$ cat config.mk
export PLATFORM = sky130hd
export DESIGN_NAME = bank_xlate
export DESIGN_NICKNAME = d
export VERILOG_FILES = /design/src/rtl/bank_pkg.sv /design/src/rtl/bank_store.sv /design/src/rtl/mar_extend.sv /design/src/rtl/bank_xlate.sv
export SDC_FILE = /design/constraint.sdc
export NUM_CORES = 1
export LEC_CHECK = 0
export BUFFER_PORTS_ARGS = -buffer_cell sky130_fd_sc_hd__buf_2
export CAP_MARGIN = 0
export CORE_MARGIN = 3
export CORE_UTILIZATION = 39
export CTS_BUF_LIST = sky130_fd_sc_hd__clkbuf_8
export CTS_CLUSTER_SIZE = 40
export DETAILED_ROUTE_END_ITERATION = 10
export GPL_TIMING_DRIVEN = 0
export PLACE_DENSITY_LB_ADDON = 0.15
export SLEW_MARGIN = 10
export SYNTH_ARGS = -nofsm -noshare
export SYNTH_HDL_FRONTEND = slang
export SYNTH_SLANG_ARGS = --single-unit
$ cat constraint.sdc
create_clock -name clk -period 1.9 [get_ports clk]
set_input_delay 0.38 -clock clk [delete_from_list [all_inputs] [get_ports clk]]
set_output_delay 0.38 -clock clk [all_outputs]
set_load 0.02 [all_outputs]
$ cat src/rtl/bank_pkg.sv
`timescale 1ns/1ps
package bank_pkg;
    localparam int BANK_W = 2;
    localparam int NIB_W  = 2 * BANK_W;

    // Nibble layout: normal bank in the upper pair, extended bank in the lower pair.
    typedef struct packed {
        logic [BANK_W-1:0] norm_bank;
        logic [BANK_W-1:0] ext_bank;
    } bank_sel_t;

    typedef enum logic [0:0] {
        SEL_NORMAL   = 1'b0,
        SEL_EXTENDED = 1'b1
    } bank_kind_e;
endpackage

$ cat src/rtl/bank_store.sv
`timescale 1ns/1ps
module bank_store
    import bank_pkg::*;
#(
    parameter int          TASKS    = 16,
    parameter int          WORD_W   = 16,
    parameter logic [15:0] WIN_BASE = 16'hFFE0
) (
    input  logic                     clk,
    input  logic                     rst_n,
    input  logic [WORD_W-1:0]        mmio_addr,
    input  logic                     mmio_we,
    input  logic [WORD_W-1:0]        mmio_wdata,
    output logic [WORD_W-1:0]        mmio_rdata,
    input  logic [$clog2(TASKS)-1:0] rd_task,
    output bank_sel_t                rd_sel
);
    localparam int              TASK_W = $clog2(TASKS);
    localparam logic [WORD_W-1:0] BASE = WORD_W'(WIN_BASE);

    bank_sel_t [TASKS-1:0] ent_q;
    logic [TASKS-1:0]      we_vec;
    logic                  win_hit;
    logic [TASK_W-1:0]     win_idx;

    assign win_hit = (mmio_addr[WORD_W-1:TASK_W] == BASE[WORD_W-1:TASK_W]);
    assign win_idx = mmio_addr[TASK_W-1:0];

    // One write enable per task entry.
    for (genvar g = 0; g < TASKS; g++) begin : g_we
        assign we_vec[g] = mmio_we && win_hit && (win_idx == TASK_W'(g));
    end

    always_ff @(posedge clk) begin
        if (!rst_n) begin
            ent_q <= '0;
        end else begin
            for (int i = 0; i < TASKS; i++) begin
                if (we_vec[i]) ent_q[i] <= bank_sel_t'(mmio_wdata[NIB_W-1:0]);
            end
        end
    end

    always_comb begin
        if (win_hit) mmio_rdata = {{(WORD_W-NIB_W){1'b1}}, ent_q[win_idx]};
        else         mmio_rdata = '0;
    end

    // Combinational view of the running task's entry (old value on a same-cycle write).
    assign rd_sel = ent_q[rd_task];

    assert_store_R2: assert property (@(posedge clk) disable iff (!rst_n)
        (mmio_we && win_hit) |=> ent_q[$past(win_idx)] == bank_sel_t'($past(mmio_wdata[NIB_W-1:0])));

    assert_miss_R4: assert property (@(posedge clk) disable iff (!rst_n)
        (!mmio_we || !win_hit) |=> $stable(ent_q));
endmodule

$ cat src/rtl/mar_extend.sv
`timescale 1ns/1ps
module mar_extend
    import bank_pkg::*;
#(
    parameter int WORD_W = 16
) (
    input  logic                     clk,
    input  logic                     rst_n,
    input  logic                     ld_mar,
    input  logic                     ld_md,
    input  logic [WORD_W-1:0]        alu_res,
    input  bank_sel_t                bank,
    output logic [BANK_W+WORD_W-1:0] mem_addr,
    output logic                     wr_suppress
);
    bank_kind_e        kind;
    logic [BANK_W-1:0] pick;

    always_comb begin
        unique case (ld_md)
            1'b1:    kind = SEL_EXTENDED;
            default: kind = SEL_NORMAL;
        endcase
    end

    always_comb begin
        unique case (kind)
            SEL_EXTENDED: pick = bank.ext_bank;
            default:      pick = bank.norm_bank;
        endcase
    end

    always_ff @(posedge clk) begin
        if (!rst_n)      mem_addr <= '0;
        else if (ld_mar) mem_addr <= {pick, alu_res};
    end

    assign wr_suppress = ld_mar && (kind == SEL_EXTENDED);

    assert_hold_R8: assert property (@(posedge clk) disable iff (!rst_n)
        !ld_mar |=> $stable(mem_addr));

    assert_norm_R5: assert property (@(posedge clk) disable iff (!rst_n)
        (ld_mar && !ld_md) |=> mem_addr == {$past(bank.norm_bank), $past(alu_res)});

    assert_ext_R6: assert property (@(posedge clk) disable iff (!rst_n)
        (ld_mar && ld_md) |=> mem_addr == {$past(bank.ext_bank), $past(alu_res)});

    assert_supp_R7: assert property (@(posedge clk) disable iff (!rst_n)
        wr_suppress |-> (ld_mar && ld_md));
endmodule

$ cat src/rtl/bank_xlate.sv
`timescale 1ns/1ps
module bank_xlate
    import bank_pkg::*;
#(
    parameter int          TASKS    = 16,
    parameter int          WORD_W   = 16,
    parameter logic [15:0] WIN_BASE = 16'hFFE0
) (
    input  logic                       clk,
    input  logic                       rst_n,
    input  logic [$clog2(TASKS)-1:0]   task_id,
    input  logic                       ld_mar,
    input  logic                       ld_md,
    input  logic [WORD_W-1:0]          alu_res,
    input  logic [WORD_W-1:0]          mmio_addr,
    input  logic                       mmio_we,
    input  logic [WORD_W-1:0]          mmio_wdata,
    output logic [WORD_W-1:0]          mmio_rdata,
    output logic [BANK_W+WORD_W-1:0]   mem_addr,
    output logic                       wr_suppress
);
    bank_sel_t cur_sel;

    bank_store #(.TASKS(TASKS), .WORD_W(WORD_W), .WIN_BASE(WIN_BASE)) u_store (
        .clk        (clk),
        .rst_n      (rst_n),
        .mmio_addr  (mmio_addr),
        .mmio_we    (mmio_we),
        .mmio_wdata (mmio_wdata),
        .mmio_rdata (mmio_rdata),
        .rd_task    (task_id),
        .rd_sel     (cur_sel)
    );

    mar_extend #(.WORD_W(WORD_W)) u_mar (
        .clk         (clk),
        .rst_n       (rst_n),
        .ld_mar      (ld_mar),
        .ld_md       (ld_md),
        .alu_res     (alu_res),
        .bank        (cur_sel),
        .mem_addr    (mem_addr),
        .wr_suppress (wr_suppress)
    );
endmodule

==> results.yml, run 1 <==
cts:
  htreeDepth: 3
  root_buffer: "clkbuf_8"
  cts_hold_buffers: 0
  cts_buffer_depth: 2
  clock_latency_ps: 370
  cts_tree: "built"
  cts.reportedPaths.clkPinSlew_ps: 80
  clock-sinks: 82
  numCtsBuffers: 9
setup_path:
  cp-startpoint: "u_store.ent_q[63]"
  r2r_start: "u_store.ent_q[14]"
  worstPathArrival_ps: 1970
  worst_setup_path_end_kind: "output port"
  cp_max_fo: 2
  start_kind: "register"
  path_class: "reg -> out"
  worstPathRequired_ps: 1520
yosys:
  synth_edf_count: 0
  ys.flop_type: "dfxtp_1"
  synthDominantCellAreaShare: 0.3823
  synthesis.area_um2: 4294
  seq_area_frac_synth: 0.3823
  postSynthAreaPerCell_um2: 10.79
  synth-seq-cells: 82
  async_flop_share: 0
  ys_warn_count: 0
  synthTopCellsByArea: "dfxtp_1 38%, mux2i_1 22%, mux4_2 16%, nor2_1 7.3%, buf_4 2.8%"
  yosysUniqueCellTypes: 32
  synth_fp_nets: 455
  synth_top_cell_by_area: "dfxtp_1"
  syn_inst: 398
power_and_ir_drop:
  switching_share: 0.2592
  seqPwrFrac: 0.527
  total_power_w: 0.003313
  leakage_nw: 2.563
  power_per_cell_area_nw_per_um2: 620.0
  netSwitchingPower_w: 0.0008589
  clockPowerShare: 0.359
  vdd_drop_max_mv: 0.4061
  p_int_w: 0.002454
  p_comb_frac: 0.114
grt:
  grt.total_usage: 0.1954
  grt_max_degree: 13
  grt_overflow: 0
  grt_pass1_vias: 3316
  antenna_found_initial: 0
  grt_pass1_wl_um: 18520
cells_and_area:
  final_nets: 555
  layout_common_cells: "93 x mux2i_1, 84 x nor2_1, 69 x dfxtp_1, 66 x buf_2, 32 x buf_4"
  final_util: 0.5085
  fin_cells: 637
  drive_above_1_share: 0.3772
  design_area_um2: 5344
  fillers: 983
  syn_to_final_growth_pct: 24.45
  final_common_cell: "mux2i_1"
  diodes: 0
floorplanning:
  io_pins: 92
  die_h_um: 110.9
  fp.coreArea_um2: 10510
  start_util: 0.4086
  die_x_um: 110.9
  core.rowCount: 37
  dieArea_um2: 12310
routing:
  vias: 3417
  antenna_left: 0
  firstDrtPassIters: 4
  wl_um: 12020
  drc: 0
  first_iter_violations: 246
  viasPerCell: 5.364
  post_drt_wl_per_cell_um: 18.86
timing:
  fin_ws_ps: -450.7
  finalWorstPathRequiredPeriod_ps: 2351
  setup_viol: 4
  slew_viol_final: 0
  tightest_slew_ps: 582.5
  fin_crit_sh: 1.237
  max_slew_margin: 0.6117
  rsz0062_at_grt: "yes"
  max_freq_mhz: 425.4
  hold_viol: 0
  worst_clock_skew_ps: 6.734
  tns_ps: -1770
placement:
  portBuffers: 74
  hpwlAfterDp_um: 8702
  place_area_um2: 4898
  place_congestion: 0.8306
  dp.cells: 608
hold_path:
  min_path_type: "in -> reg"
  holdCritStartpoint: "alu_res[15]"
status:
  violations: "setup timing"
  status: "complete, but fails checks"
job:
  drv_cap: 0
[worst max-delay path: stages (launching register included)]
cell and delay [ps]:
dfxtp_2 330, mux4_2 520, mux4_2 490, nor2b_4 140, buf_6 120
[path summary, 6_finish.rpt]
check	to	slack [ps]	cells after the start
setup / recovery	mmio_rdata[3]	-450	4
hold / removal	u_mar.mem_addr[15]	240	3
hold reg to reg	u_mar.mem_addr[12]	490	2
setup reg to reg	u_mar.mem_addr[16]	280	4
[cells by family (layout without fill, tap and decap cells)]
kind of cell | after synthesis | after routing | share of synthesized area
AO/OA/AOI/OAI | 12 | 12 | 0.02215
buffers and inverters | 52 | 155 | 0.06439
flip-flops | 82 | 82 | 0.3823
multiplexers | 123 | 123 | 0.3741
AND/OR/NAND/NOR | 129 | 129 | 0.1570
[area by class of cell]
cell class | instances | area [um^2] | share of cell area
buffer | 46 | 299.0 | 0.05596
clock buffer | 12 | 165.2 | 0.03091
clock inverter | 2 | 12.51 | 0.002341
inverter | 6 | 30.03 | 0.005619
multi-input combinational | 264 | 2411 | 0.4512
sequential | 82 | 1658 | 0.3102
tap | 136 | 170.2 | 0.03184
timing repair buffer | 88 | 591.8 | 0.1107
timing repair inverter | 1 | 6.256 | 0.001171
[sequential cells by signal (all words and copies together), names as in the netlist]
signal          cells
u_mar.mem_addr     18
u_store.ent_q      64
[layer usage]
metal / part of all wire / up-vias / track usage / wire length (um)
li1: - / 1617 / - / -
met3: 0.051 / 17 / 0.04476 / 618
met4: 0.020 / 0 / 0.07553 / 245
met5: 0 / - / 0 / 0
met1: 0.45 / 1685 / 0.2586 / 5350
met2: 0.48 / 98 / 0.3107 / 5802
[per-stage QoR]
step | hold WS (ps) | setup slack (ps)
global route | 233.1 | -485.1
floorplan | 473.4 | -60.80
CTS | 235.3 | -454.0
detailed placement | 481.4 | -570.2
global placement | 470.6 | -574.6
finish | 243.7 | -450.7
[cells in the mapped netlist, types with 2 or more instances]
cell type	count
nand4_1	5
mux2i_1	93
nand3b_1	2
nand3_1	6
buf_4	16
a22oi_1	4
mux4_2	30
nor4bb_1	2
clkbuf_1	17
nand2_1	5
inv_2	2
and4bb_1	2
buf_2	11
nor2b_1	9
nand4_2	2
inv_1	4
nand4b_2	4
a311oi_1	2
nor2_1	84
dfxtp_1	82
nand4b_1	5
[power groups by stage]
stage          registers, W  clock network (W)  logic [W]
2_1_floorplan       0.00181                  0   0.000195
3_3_place_gp        0.00179                  0   0.000358
3_5_place_dp        0.00179                  0   0.000361
4_1_cts             0.00175            0.00122   0.000379
5_1_grt             0.00175            0.00130   0.000405
6_report            0.00175            0.00119   0.000377
[timing repair]
item,4_1_cts,5_1_grt
resized for setup,23,27
gates cloned,1,1
endpoints found under the hold margin,0,0
endpoints found under the setup margin,16,34
buffers inserted,9,4
pin swaps,1,2
Power figures use the tool's default switching activity.
==> inputs of run 2 (changes only) <==
--- a/config.mk
+++ b/config.mk
@@ -14,6 +14,7 @@
 export DETAILED_ROUTE_END_ITERATION = 10
 export GPL_TIMING_DRIVEN = 0
 export PLACE_DENSITY_LB_ADDON = 0.15
+export SKIP_LAST_GASP = 1
 export SLEW_MARGIN = 10
 export SYNTH_ARGS = -nofsm -noshare
 export SYNTH_HDL_FRONTEND = slang
==> results.yml, run 2 (synthesis results as in run 1) <==
placement:
  place_area_um2: 4898
  dp.cells: 608
  place_congestion: 0.8306
  hpwlAfterDp_um: 8702
  portBuffers: 74
routing:
  post_drt_wl_per_cell_um: 18.90
  viasPerCell: 5.358
  firstDrtPassIters: 4
  antenna_left: 0
  vias: 3413
  wl_um: 12040
  wl_met2_um: 5798
  wl_met3_um: 656
  first_iter_violations: 247
  drc: 0
  m1WireLength_um: 5338
  top_layer: "met4"
floorplanning:
  die_h_um: 110.9
  start_util: 0.4086
  dieArea_um2: 12310
  die_x_um: 110.9
  fp.coreArea_um2: 10510
  io_pins: 92
  core.rowCount: 37
timing:
  worst_clock_skew_ps: 6.808
  fin_crit_sh: 1.237
  setup_viol: 4
  tns_ps: -1773
  max_slew_margin: 0.6117
  finalWorstPathRequiredPeriod_ps: 2350
  fin_ws_ps: -450.1
  max_freq_mhz: 425.5
  rsz0062_at_grt: "yes"
  tightest_slew_ps: 582.5
  slew_viol_final: 0
  hold_viol: 0
cells_and_area:
  fillers: 986
  design_area_um2: 5333
  final_common_cell: "mux2i_1"
  largest_reg_flops: 64
  diodes: 0
  top_regs: "u_store.ent_q: 64 flops, u_mar.mem_addr: 18 flops"
  regArea_um2: 1658
  final_util: 0.5074
  syn_to_final_growth_pct: 24.18
  layout_common_cells: "93 x mux2i_1, 84 x nor2_1, 69 x dfxtp_1, 66 x buf_2, 35 x buf_4"
  final_nets: 555
  multi_input_area_um2: 2411
  drive_above_1_share: 0.3772
  fin_cells: 637
  top_register: "u_store.ent_q"
power_and_ir_drop:
  vdd_drop_max_mv: 0.4061
  switching_share: 0.2597
  p_comb_frac: 0.114
  leakage_nw: 2.560
  seqPwrFrac: 0.527
  clockPowerShare: 0.359
  netSwitchingPower_w: 0.0008609
  power_per_cell_area_nw_per_um2: 621.7
  p_int_w: 0.002454
grt:
  grt.total_usage: 0.1954
  antenna_found_initial: 0
  grt_pass1_vias: 3316
  grt_pass1_wl_um: 18520
  grt_overflow: 0
  grt_max_degree: 13
cts:
  htreeDepth: 3
  numCtsBuffers: 9
  cts_buffer_depth: 2
  clock_latency_ps: 360
  cts_tree: "built"
  clock-sinks: 82
  root_buffer: "clkbuf_8"
  cts.reportedPaths.clkPinSlew_ps: 80
  cts_hold_buffers: 0
setup_path:
  cp_max_fo: 2
  worstPathRequired_ps: 1520
  cp_slowest_cell: "mux4_2"
  start_kind: "register"
  crit_path_max_incr_delay_ps: 520
  worst_setup_path_end_kind: "output port"
  path_cells: "mux4_2, mux4_2, nor2b_4, buf_6"
  worstPathArrival_ps: 1970
  path_class: "reg -> out"
  cpMostUsedCell: "mux4_2"
status:
  status: "complete, but fails checks"
  violations: "setup timing"
job:
  drv_cap: 0
hold_path:
  min_path_type: "in -> reg"
-- run 2: cell type report --
cell class / count / area share
Inverter: 6 / 0.005631
Sequential cell: 82 / 0.3109
Timing Repair inverter: 1 / 0.001173
Timing Repair Buffer: 88 / 0.1089
Buffer: 46 / 0.05608
Clock buffer: 12 / 0.03097
Tap cell: 136 / 0.03191
Multi-Input combinational cell: 264 / 0.4521
Clock inverter: 2 / 0.002346
-- run 2: worst paths after layout --
kind	from	end	slack, ps	cells after the start
hold reg to reg	u_mar.mem_addr[12]	u_mar.mem_addr[12]	490	2
hold / removal	alu_res[15]	u_mar.mem_addr[15]	240	3
setup / recovery	u_store.ent_q[63]	mmio_rdata[3]	-450	4
setup reg to reg	u_store.ent_q[14]	u_mar.mem_addr[16]	280	4
-- run 2: stage by stage --
| step | total power [W] | hold WS, ps | setup WS, ps |
|---|---|---|---|
| detailed placement | 0.002149 | 481.4 | -570.2 |
| global placement | 0.002145 | 470.6 | -574.6 |
| finish | 0.003315 | 244.6 | -450.1 |
| CTS | 0.003350 | 235.3 | -454.0 |
| global route | 0.003457 | 233.1 | -485.1 |
| floorplan | 0.002010 | 473.4 | -60.80 |
-- run 2: routing by layer --
layer / global-route usage / vias to the layer above
met1: 0.2586 / 1676
met4: 0.07553 / 0
met3: 0.04476 / 17
met2: 0.3107 / 104
li1: - / 1616
met5: 0 / -
-- run 2: power by group through the flow --
stage	registers, W	clock network (W)	logic (W)
2_1_floorplan	0.00181	0	0.000195
3_3_place_gp	0.00179	0	0.000358
3_5_place_dp	0.00179	0	0.000361
4_1_cts	0.00175	0.00122	0.000379
5_1_grt	0.00175	0.00130	0.000405
6_report	0.00175	0.00119	0.000378
-- run 2: timing repair --
action / CTS / global route
pin swaps: 1 / 2
resized for setup: 23 / 24
setup endpoints to repair: 16 / 34
cloned: 1 / 1
setup buffers: 9 / 4
-- run 2: worst max-delay path, delay by kind of cell (launching register included) --
kind          cells  cell delay, ps
simple gates      1             140
mux               2            1010
flops             1             330
buf+inv           1             120
==> inputs of run 3 (changes only) <==
--- a/config.mk
+++ b/config.mk
@@ -14,6 +14,7 @@
 export DETAILED_ROUTE_END_ITERATION = 10
 export GPL_TIMING_DRIVEN = 0
 export PLACE_DENSITY_LB_ADDON = 0.15
+export SKIP_CTS_REPAIR_TIMING = 1
 export SKIP_LAST_GASP = 1
 export SLEW_MARGIN = 10
 export SYNTH_ARGS = -nofsm -noshare
==> results.yml, run 3 (synthesis results as in run 1) <==
cts:
  numCtsBuffers: 9
  root_buffer: "clkbuf_8"
  htreeDepth: 3
  cts_buffer_depth: 2
  cts_tree: "built"
  clock_latency_ps: 370
  cts.reportedPaths.clkPinSlew_ps: 80
  clock-sinks: 82
routing:
  wl_um: 12060
  firstDrtPassIters: 5
  first_iter_violations: 207
  vias: 3414
  antenna_left: 0
  drc: 0
  viasPerCell: 5.436
  post_drt_wl_per_cell_um: 19.20
grt:
  grt_max_degree: 13
  grt.total_usage: 0.1923
  grt_overflow: 0
  grt_pass1_wl_um: 18270
  grt_pass1_vias: 3264
  antenna_found_initial: 0
timing:
  tightest_slew_ps: 581.2
  finalWorstPathRequiredPeriod_ps: 2357
  fin_crit_sh: 1.241
  tns_ps: -1886
  hold_viol: 0
  fin_ws_ps: -457.5
  worst_clock_skew_ps: 8.668
  whs_ps: 243.2
  max_slew_margin: 0.6125
  slew_viol_final: 0
  setup_viol: 10
  rsz0062_at_grt: "yes"
  max_freq_mhz: 424.2
setup_path:
  cp_max_fo: 3
  worst_setup_path_end_kind: "output port"
  path_class: "reg -> out"
  start_kind: "register"
  worstPathArrival_ps: 1980
  r2r_slack_ps: 300
  worstPathRequired_ps: 1520
floorplanning:
  io_pins: 92
  core.rowCount: 37
  dieArea_um2: 12310
  start_util: 0.4086
  fp.coreArea_um2: 10510
  die_x_um: 110.9
  die_h_um: 110.9
cells_and_area:
  top_regs: "u_store.ent_q: 64 flops, u_mar.mem_addr: 18 flops"
  drive_above_1_share: 0.3537
  largest_reg_flops: 64
  diodes: 0
  final_nets: 546
  multi_input_area_um2: 2411
  final_common_cell: "mux2i_1"
  fillers: 982
  syn_to_final_growth_pct: 23.72
  layout_common_cells: "93 x mux2i_1, 84 x nor2_1, 75 x dfxtp_1, 65 x buf_2, 30 x mux4_2"
  regArea_um2: 1650
  fin_cells: 628
  design_area_um2: 5313
  top_register: "u_store.ent_q"
placement:
  place_area_um2: 4898
  place_congestion: 0.8306
  dp.cells: 608
  hpwlAfterDp_um: 8702
  portBuffers: 74
status:
  status: "complete, but fails checks"
  violations: "setup timing"
power_and_ir_drop:
  leakage_nw: 2.524
  vdd_drop_max_mv: 0.4058
  total_power_w: 0.003316
  power_per_cell_area_nw_per_um2: 624.1
hold_path:
  min_path_type: "in -> reg"
job:
  drv_cap: 0
[run 3: changes by cell type in the layout (fill, tap and decap cells not counted), moves of 6 or more]
cell     previous run  this run
buf_4              35        12
buf_6               9        25
dfxtp_1            69        75
dfxtp_2            13         7
[run 3: cell type report]
cell class	instances	share of cell area
repair inverters	1	0.001649
clock buffers	12	0.03109
plain buffers	46	0.06147
repair buffers	79	0.1013
well taps	136	0.03203
multi-input cells	264	0.4538
clock inverters	2	0.002355
inverters	6	0.005652
flip-flops and latches	82	0.3106
[run 3: path summary, 6_finish.rpt]
kind,startpoint,endpoint,depth (start not counted)
worst max-delay path,u_store.ent_q[60],mmio_rdata[0],4
worst min-delay path,alu_res[15],u_mar.mem_addr[15],3
worst max register to register,u_store.ent_q[14],u_mar.mem_addr[16],4
worst min register to register,u_mar.mem_addr[12],u_mar.mem_addr[12],2
[run 3: critical path: stages, from the launching register on]
cell     delay (ps)
dfxtp_2         330
mux4_2          510
mux4_2          510
nor2b_4         140
buf_6           120
[run 3: layer usage]
metal,global-route usage,share of wire,up-vias
li1,-,-,1596
met3,0.04203,0.067,19
met4,0.07307,0.022,0
met2,0.3030,0.48,126
met5,0,0,-
met1,0.2586,0.43,1673
[run 3: metrics by stage]
| step | worst slack, ps | utilization |
|---|---|---|
| 2_1_floorplan | -60.80 | - |
| 3_3_place_gp | -574.6 | 0.4661 |
| 3_5_place_dp | -570.2 | 0.4661 |
| 4_1_cts | -576.7 | 0.4830 |
| 5_1_grt | -491.6 | 0.5055 |
| 6_report | -457.5 | 0.5055 |
[run 3: power breakdown]
part,switching [W],internal (W),leakage (nW),total (W)
clock,0.000628,0.000566,0.0903,0.00119
sequential,0.00000937,0.00174,0.667,0.00175
combinational,0.000225,0.000149,1.77,0.000375
